### config.mk
export PLATFORM = sky130hd
export DESIGN_NAME = sinpwm_gen
export DESIGN_NICKNAME = d
export VERILOG_FILES = /design/src/rtl/sinpwm_pkg.sv /design/src/rtl/sinpwm_rst_sync.sv /design/src/rtl/sinpwm_period_ctr.sv /design/src/rtl/sinpwm_sine_rom.sv /design/src/rtl/sinpwm_duty_ctl.sv /design/src/rtl/sinpwm_gen.sv
export SDC_FILE = /design/constraint.sdc
export NUM_CORES = 1
export LEC_CHECK = 0
export BUFFER_PORTS_ARGS = -buffer_cell sky130_fd_sc_hd__buf_2
export CAP_MARGIN = 5
export CORE_AREA = 2 2 99 120
export CTS_CLUSTER_DIAMETER = 150
export DETAILED_ROUTE_END_ITERATION = 6
export DIE_AREA = 0 0 101 122
export HOLD_SLACK_MARGIN = 0.06
export PLACE_DENSITY = 0.75
export SETUP_SLACK_MARGIN = 0.15
export SLEW_MARGIN = 20
export SYNTH_ARGS = -nofsm -noshare
export SYNTH_HDL_FRONTEND = slang
export SYNTH_SLANG_ARGS = --single-unit
### constraint.sdc
create_clock -name clk -period 1.5 [get_ports clk]
set_input_delay 0.075 -clock clk [delete_from_list [all_inputs] [get_ports clk]]
set_output_delay 0.075 -clock clk [all_outputs]
set_load 0.02 [all_outputs]
### src/rtl/sinpwm_pkg.sv
package sinpwm_pkg;

  // Sine sample for entry i of a table with 'depth' entries and 'width' bits.
  // Uses quarter-wave folding and a Taylor series, so it is constant-evaluable.
  function automatic int sine_sample(input int i, input int depth, input int width);
    real full_s;
    real half_s;
    real x;
    real term;
    real s;
    real v;
    int  q;
    int  half_d;
    int  quart_d;
    bit  neg;
    full_s  = real'((1 << width) - 1);
    half_s  = full_s / 2.0;
    half_d  = depth / 2;
    quart_d = depth / 4;
    q       = i % depth;
    neg     = 1'b0;
    if (q >= half_d) begin
      neg = 1'b1;
      q   = q - half_d;
    end
    if (q > quart_d) q = half_d - q;
    x    = 2.0 * 3.14159265358979323846 * real'(q) / real'(depth);
    term = x;
    s    = x;
    for (int k = 1; k < 14; k++) begin
      term = -term * x * x / real'((2 * k) * (2 * k + 1));
      s    = s + term;
    end
    if (neg) s = -s;
    v = half_s + half_s * s + 0.5 + 1.0e-9;
    if (v < 0.0) v = 0.0;
    if (v > full_s) v = full_s;
    return $rtoi(v);
  endfunction

endpackage

### src/rtl/sinpwm_rst_sync.sv
module sinpwm_rst_sync #(
  parameter int STAGES = 2
) (
  input  logic clk,
  input  logic arst_n,
  output logic srst_n_o
);

  logic [STAGES-1:0] sync_q;
  logic [STAGES-1:0] sync_d;

  always_comb begin
    sync_d = {sync_q[STAGES-2:0], 1'b1};
  end

  always_ff @(posedge clk or negedge arst_n) begin
    if (!arst_n) sync_q <= '0;
    else         sync_q <= sync_d;
  end

  assign srst_n_o = sync_q[STAGES-1];

endmodule

### src/rtl/sinpwm_period_ctr.sv
module sinpwm_period_ctr #(
  parameter int CNT_W = 8
) (
  input  logic             clk,
  input  logic             rst_n,
  input  logic             en,
  output logic [CNT_W-1:0] cnt_o,
  output logic             wrap_o
);

  localparam logic [CNT_W-1:0] LIMIT = {CNT_W{1'b1}};

  logic [CNT_W-1:0] cnt_q;
  logic [CNT_W-1:0] cnt_d;

  always_comb begin
    if (en) cnt_d = cnt_q + 1'b1;
    else    cnt_d = '0;
  end

  always_ff @(posedge clk or negedge rst_n) begin
    if (!rst_n) cnt_q <= '0;
    else        cnt_q <= cnt_d;
  end

  assign cnt_o  = cnt_q;
  assign wrap_o = en && (cnt_q == LIMIT);

  // counter advances by one (modulo) every enabled clock
  a_r1_count_step: assert property (@(posedge clk) disable iff (!rst_n)
    en |=> cnt_q == CNT_W'($past(cnt_q) + 1'b1));

  // counter parked at zero while paused
  a_r7_count_parked: assert property (@(posedge clk) disable iff (!rst_n)
    !en |=> cnt_q == '0);

endmodule

### src/rtl/sinpwm_sine_rom.sv
module sinpwm_sine_rom
  import sinpwm_pkg::*;
#(
  parameter int IDX_W = 8,
  parameter int SMP_W = 8
) (
  input  logic [IDX_W-1:0] addr_a,
  input  logic [IDX_W-1:0] addr_b,
  output logic [SMP_W-1:0] data_a,
  output logic [SMP_W-1:0] data_b
);

  localparam int DEPTH = 1 << IDX_W;

  logic [SMP_W-1:0] table_w [DEPTH];

  for (genvar g = 0; g < DEPTH; g++) begin : g_entry
    localparam int VAL = sine_sample(g, DEPTH, SMP_W);
    assign table_w[g] = SMP_W'(VAL);
  end

  assign data_a = table_w[addr_a];
  assign data_b = table_w[addr_b];

endmodule

### src/rtl/sinpwm_duty_ctl.sv
module sinpwm_duty_ctl
  import sinpwm_pkg::*;
#(
  parameter int CNT_W = 8,
  parameter int IDX_W = 8
) (
  input  logic             clk,
  input  logic             rst_n,
  input  logic             en,
  input  logic [CNT_W-1:0] cnt,
  input  logic             wrap,
  input  logic [CNT_W-1:0] rom_a_data,
  input  logic [CNT_W-1:0] rom_b_data,
  output logic [IDX_W-1:0] rom_a_addr,
  output logic [IDX_W-1:0] rom_b_addr,
  output logic [IDX_W-1:0] idx_o,
  output logic             pwm_o
);

  localparam int               DEPTH   = 1 << IDX_W;
  localparam logic [CNT_W-1:0] ACT_RST = CNT_W'(sine_sample(0, DEPTH, CNT_W));
  localparam logic [CNT_W-1:0] SHD_RST = CNT_W'(sine_sample(1, DEPTH, CNT_W));

  logic [IDX_W-1:0] idx_q, idx_d;
  logic [CNT_W-1:0] act_q, act_d;
  logic [CNT_W-1:0] shd_q, shd_d;
  logic             pwm_q, pwm_d;

  // Port A: next-but-one sample while running, current sample while idle.
  // Port B: the sample after the current one (idle prefetch of the shadow).
  assign rom_a_addr = en ? IDX_W'(idx_q + IDX_W'(2)) : idx_q;
  assign rom_b_addr = IDX_W'(idx_q + 1'b1);

  always_comb begin
    idx_d = idx_q;
    act_d = act_q;
    shd_d = shd_q;
    pwm_d = pwm_q;
    if (!en) begin
      act_d = rom_a_data;
      shd_d = rom_b_data;
      pwm_d = 1'b0;
    end else begin
      if (cnt == act_q)    pwm_d = 1'b0;
      else if (cnt == '0)  pwm_d = 1'b1;
      if (wrap) begin
        act_d = shd_q;
        shd_d = rom_a_data;
        idx_d = IDX_W'(idx_q + 1'b1);
      end
    end
  end

  always_ff @(posedge clk or negedge rst_n) begin
    if (!rst_n) begin
      idx_q <= '0;
      act_q <= ACT_RST;
      shd_q <= SHD_RST;
      pwm_q <= 1'b0;
    end else begin
      idx_q <= idx_d;
      act_q <= act_d;
      shd_q <= shd_d;
      pwm_q <= pwm_d;
    end
  end

  assign idx_o = idx_q;
  assign pwm_o = pwm_q;

  // nonzero compare means the output rises after count 0
  a_r2_set_at_start: assert property (@(posedge clk) disable iff (!rst_n)
    en && cnt == '0 && act_q != '0 |=> pwm_q);

  // match clears the output, also on the starting count
  a_r3_clear_on_match: assert property (@(posedge clk) disable iff (!rst_n)
    en && cnt == act_q |=> !pwm_q);

  // active compare untouched inside a running period
  a_r4_active_stable: assert property (@(posedge clk) disable iff (!rst_n)
    en && !wrap |=> act_q == $past(act_q));

  // index steps by one at each boundary
  a_r6_idx_step: assert property (@(posedge clk) disable iff (!rst_n)
    en && wrap |=> idx_q == IDX_W'($past(idx_q) + 1'b1));

  // paused generator keeps its index and drives low
  a_r7_idx_hold: assert property (@(posedge clk) disable iff (!rst_n)
    !en |=> idx_q == $past(idx_q));

  a_r7_pwm_off: assert property (@(posedge clk) disable iff (!rst_n)
    !en |=> !pwm_q);

endmodule

### src/rtl/sinpwm_gen.sv
module sinpwm_gen #(
  parameter int CNT_W = 8,
  parameter int IDX_W = 8
) (
  input  logic             clk,
  input  logic             rst_n,
  input  logic             en,
  output logic             pwm_o,
  output logic             period_stb_o,
  output logic [IDX_W-1:0] sample_idx_o
);

  logic             srst_n;
  logic [CNT_W-1:0] cnt;
  logic             wrap;
  logic [IDX_W-1:0] rom_a_addr, rom_b_addr;
  logic [CNT_W-1:0] rom_a_data, rom_b_data;

  sinpwm_rst_sync #(.STAGES(2)) u_rst (
    .clk      (clk),
    .arst_n   (rst_n),
    .srst_n_o (srst_n)
  );

  sinpwm_period_ctr #(.CNT_W(CNT_W)) u_ctr (
    .clk    (clk),
    .rst_n  (srst_n),
    .en     (en),
    .cnt_o  (cnt),
    .wrap_o (wrap)
  );

  sinpwm_sine_rom #(.IDX_W(IDX_W), .SMP_W(CNT_W)) u_rom (
    .addr_a (rom_a_addr),
    .addr_b (rom_b_addr),
    .data_a (rom_a_data),
    .data_b (rom_b_data)
  );

  sinpwm_duty_ctl #(.CNT_W(CNT_W), .IDX_W(IDX_W)) u_duty (
    .clk        (clk),
    .rst_n      (srst_n),
    .en         (en),
    .cnt        (cnt),
    .wrap       (wrap),
    .rom_a_data (rom_a_data),
    .rom_b_data (rom_b_data),
    .rom_a_addr (rom_a_addr),
    .rom_b_addr (rom_b_addr),
    .idx_o      (sample_idx_o),
    .pwm_o      (pwm_o)
  );

  assign period_stb_o = wrap;

  // strobe never raised while paused
  a_r1_stb_gated: assert property (@(posedge clk) disable iff (!srst_n)
    !en |-> !period_stb_o);

endmodule

==> results of run 1 <==
## synth_stat cells, drive strengths merged, types with 25 or more instances
| cell type | n | share of area |
|---|---|---|
| dfrtp | 31 | 0.12 |
| nor2 | 70 | 0.043 |
| ha | 30 | 0.057 |
| nand2 | 117 | 0.069 |
| o211ai | 25 | 0.029 |
| buf | 52 | 0.046 |
| a211oi | 26 | 0.030 |
| clkbuf | 44 | 0.025 |
| nand3 | 37 | 0.031 |
| a21oi | 80 | 0.062 |
| o21ai | 84 | 0.066 |
| nor3 | 30 | 0.026 |
## logic make-up after synthesis
logic type,count (synthesis)
AO/OA/AOI/OAI,373
XOR/XNOR,40
adder cells (fa/ha/maj),30
buffers and inverters,113
flip-flops,35
multiplexers,14
other,1
AND/OR/NAND/NOR,319
## repair_timing
action | CTS
setup buffers | 34
pin swaps | 39
endpoints found under the hold margin | 2
hold buffers | 1
gates cloned | 8
setup endpoints to repair | 29
resized for setup | 121
## metrics by stage
| step | TNS [ns] | cell area, um2 | utilization |
|---|---|---|---|
| after global placement | -17.64 | 9110 | 0.807 |
| after detailed placement | -18.98 | 9110 | 0.807 |
| after CTS | -18.41 | 10200 | 0.907 |
| after floorplan | -15.60 | 7120 | - |
## routing by layer
metal | track usage | overflow
met1 | 0.723 | 0
met2 | 0.934 | 99
met3 | 0.437 | 0
met4 | 0.711 | 59
met5 | 0.00427 | 0
==> flow_metrics.env, run 1 <==
export IMPL_status="stopped before the end"
export IMPL_haltStage="global routing (5_1_grt)"
export IMPL_error_line="[ERROR GRT-0116] Global routing finished with congestion. Check the congestion regions in the DRC Viewer."
export IMPL_gr_total_overflow=158
export IMPL_die_y_um=122
export IMPL_synthCells=925
export IMPL_ys_types=99
export IMPL_initial_utilization=0.580
export IMPL_seq_area_frac_synth=0.134
export IMPL_synth_top_flop_cell="dfrtp_1"
export IMPL_dp_cells=1278
export IMPL_grt_max_degree=41
export IMPL_yosysWarnings=0
export IMPL_synth_edf_count=0
export IMPL_synth_xor_area_share=0.0643
export IMPL_synth_compound_area_frac=0.391
export IMPL_rows=43
export IMPL_cts_max_level=2
export IMPL_clock_sinks=35
export IMPL_clockBufferDepth=2
export IMPL_grtUsageTotal=0.702
export IMPL_yosys_area_share_simple=0.244
export IMPL_synth_area_mux_share=0.0279
export IMPL_grt_pass1_vias=11800
export IMPL_grt_pass1_wl_mm=67.4
export IMPL_avgSynthCellArea_um2=7.09
export IMPL_root_buffer="clkbuf_16"
export IMPL_syn_cell_area_um2=6550
export IMPL_place_ws_ns=-1.32
export IMPL_synthAdderAreaFrac=0.0573
export IMPL_dp_hpwl_mm=21.4
export IMPL_async_reset_ff_frac=1.00
export IMPL_port_buffers=12
export IMPL_pin_count=13
export IMPL_synth_seq_cells=35
export IMPL_synth_nets=958
export IMPL_synth_top_family_by_area="compound AO/OA/AOI/OAI gates"
export IMPL_gp_congestion=1.22
export IMPL_chipWidth_um=101
export IMPL_cts_buffers=5
==> run 2, diff against run 1 <==
- CORE_AREA: 2 2 99 120 -> 2 2 132 134
- CTS_CLUSTER_DIAMETER: 150 -> not set
- DIE_AREA: 0 0 101 122 -> 0 0 134 136
- HOLD_SLACK_MARGIN: 0.06 -> not set
- PLACE_DENSITY: 0.75 -> not set
- PLACE_DENSITY_LB_ADDON: not set -> 0.15
- SETUP_SLACK_MARGIN: 0.15 -> not set
==> run 2 against run 1 <==
  * The flow now finishes, with violations (negative setup slack)
  * Synthesized cell count stayed put
  * Synthesized area stayed put
==> flow_metrics.env, run 2 <==
export IMPL_mostFrequentLayoutCells="buf_4, nand2_1, a21oi_1"
export IMPL_fmax_mhz=366
export IMPL_first_iter_violations=888
export IMPL_critPathLaunchType="flip-flop"
export IMPL_grt_pass1_vias=8641
export IMPL_gr_total_overflow=0
export IMPL_worst_pin_slew_ns=0.673
export IMPL_final_period_utilization=1.82
export IMPL_drv_cap=0
export IMPL_via_per_inst=6.14
export IMPL_r2r_cells=13
export IMPL_seq_area_frac_synth=0.134
export IMPL_slew_headroom=0.548
export IMPL_place_ws_ns=-1.32
export IMPL_cts_tree="yes"
export IMPL_grt_pass1_wl_mm=49.2
export IMPL_postPlaceCellArea_um2=9570
export IMPL_wl_per_cell_um=21.6
export IMPL_grt_max_degree=37
export IMPL_synthTopCellsByArea="dfrtp_1, nand2_1, a21oi_1, ha_1, o21ai_0"
export IMPL_rows=48
export IMPL_initial_utilization=0.388
export IMPL_syn_cell_area_um2=6550
export IMPL_finalPower_mw=3.29
export IMPL_synth_most_common_cell="nand2_1"
export IMPL_setup_viol=25
export IMPL_yosysWarnings=0
export IMPL_path_max_fanout=9
export IMPL_setup_worst_path_end_class="flip-flop"
export IMPL_cts_max_level=2
export IMPL_synth_seq_cells=35
export IMPL_antenna_cells=0
export IMPL_synth_commonest_cells="nand2_1, a21oi_1, o21ai_0"
export IMPL_wirelength_mm=31.5
export IMPL_synth_nets=958
export IMPL_ys_types=99
export IMPL_hold_viol=0
export IMPL_layout_nets=1265
export IMPL_dieArea_um2=18200
export IMPL_power_density_nw_per_um2=311
export IMPL_core_um2=16900
export IMPL_dp_hpwl_mm=23.5
export IMPL_fin_area_um2=10600
export IMPL_port_buffers=12
export IMPL_antenna_found_initial=0
export IMPL_worstPathArrival_ns=2.92
export IMPL_die_y_um=136
export IMPL_fill_cells=1550
export IMPL_grtUsageTotal=0.344
export IMPL_min_path_type="primary input to async pin"
export IMPL_irDropWorstVdd_uv=334
export IMPL_drc=0
export IMPL_dr_pass1_iters=6
export IMPL_status="finished with violations"
export IMPL_fin_ws_ns=-1.23
export IMPL_synth_area_leader_cell="dfrtp_1"
export IMPL_num_vias=8948
export IMPL_cts_reportedPaths_clkPinSlew_ns=0.06
export IMPL_synth_edf_count=0
export IMPL_period_needed_ns=2.73
export IMPL_gp_congestion=1.03
export IMPL_clk_latency_ns=0.28
export IMPL_tns_ns=-18.57
export IMPL_antenna_left=0
export IMPL_drive_above_1_share=0.455
export IMPL_timing_hold_ws_ns=0.100
export IMPL_async_reset_ff_frac=1.00
export IMPL_skew_ns=0.00534
export IMPL_leakagePower_nw=4.46
export IMPL_path_class="flip-flop to flip-flop"
export IMPL_regArea_um2=885
export IMPL_avgSynthCellArea_um2=7.09
export IMPL_cts_buffers=5
export IMPL_multiInputGateArea_um2=5840
export IMPL_slew_violations=0
export IMPL_synth_top_area_share=0.118
export IMPL_worstPathRequired_ns=1.69
export IMPL_clock_sinks=35
export IMPL_violations="negative setup slack"
export IMPL_synthCells=925
export IMPL_chipWidth_um=134
export IMPL_grt_setup_unrepaired="yes"
export IMPL_clockBufferDepth=2
export IMPL_area_growth_pct=61.2
export IMPL_pin_count=13
export IMPL_synth_top_flop_cell="dfrtp_1"
export IMPL_root_buffer="clkbuf_16"
export IMPL_final_common_cell="buf_4"
==> run 2: cell counts after synthesis <==
No cell type changed its count.
==> run 2: final cells by class <==
class / instances / share of cell area
flip-flops and latches: 35 / 0.0837
clock inverters: 2 / 0.00569
repair buffers: 395 / 0.309
inverters: 17 / 0.00959
well taps: 225 / 0.0267
multi-input cells: 778 / 0.553
clock buffers: 6 / 0.0122
==> run 2: per-stage QoR <==
stage               std cells  utilization
floorplan                 925            -
global placement         1417        0.567
detailed placement       1417        0.567
CTS                      1457        0.614
global route             1458        0.626
finish                   1458        0.626
==> run 2: worst paths after layout <==
| kind | start | to | slack, ns |
|---|---|---|---|
| max | u_duty.idx_o[1]$_DFFE_PN0P_ | u_duty.shd_q[1]$_DFFE_PN1P_ | -1.23 |
| min | rst_n | u_rst.sync_q[0]$_DFF_PN0_ | 0.10 |
| max reg2reg | u_duty.idx_o[1]$_DFFE_PN0P_ | u_duty.shd_q[1]$_DFFE_PN1P_ | -1.23 |
| min reg2reg | u_rst.sync_q[1]$_DFF_PN0_ | u_duty.shd_q[6]$_DFFE_PN0P_ | 0.29 |
| max in group asynchronous | u_rst.sync_q[1]$_DFF_PN0_ | u_duty.idx_o[1]$_DFFE_PN0P_ | 0.85 |
| min in group clk | u_rst.sync_q[0]$_DFF_PN0_ | u_rst.sync_q[1]$_DFF_PN0_ | 0.36 |
==> run 2: power breakdown <==
group / leakage, nW / switching, mW / total [mW] / internal [mW]
clock: 0.0911 / 0.419 / 1.37 / 0.954
sequential: 0.415 / 0.0248 / 1.00 / 0.979
combinational: 3.96 / 0.488 / 0.909 / 0.421
total: 4.46 / 0.932 / 3.29 / 2.35
==> run 2: layer usage <==
layer,vias up,track usage,part of all wire
li1,4127,-,-
met1,4232,0.423,0.39
met2,456,0.604,0.49
met3,133,0.0313,0.065
met4,0,0.171,0.057
met5,-,0,0
==> run 2: critical path: stages, from the launching register on <==
cell and delay [ns]:
dfrtp_2 0.48, buf_8 0.16, ha_4 0.17, inv_6 0.05, ha_4 0.24, inv_4 0.14
buf_4 0.17, a21oi_1 0.07, o21ai_0 0.17, nand4_1 0.17, o211ai_1 0.13, o21ai_0 0.12
nor3_1 0.49, a2111oi_4 0.06
==> run 2: repair_timing <==
item | in CTS | in global routing
gates cloned | 2 | 0
buffers inserted | 29 | 2
pin swaps | 34 | 13
endpoints found under the hold margin | 2 | 0
gates resized for setup | 89 | 43
endpoints found under the setup margin | 26 | 28
hold buffers | 1 | 0
==> run 2: kinds of logic (layout without fill, tap and decap cells) <==
kind of cell    Yosys count  count (layout)  synth area share
mux                      14              14            0.0279
buf+inv                 113             420            0.0809
fa+ha+maj                30              30            0.0573
other cells               1               1          0.000572
compound gates          373             373             0.391
simple gates            319             320             0.244
xor+xnor                 40              40            0.0643
flops                    35              35             0.134
Power figures use the tool's default switching activity.
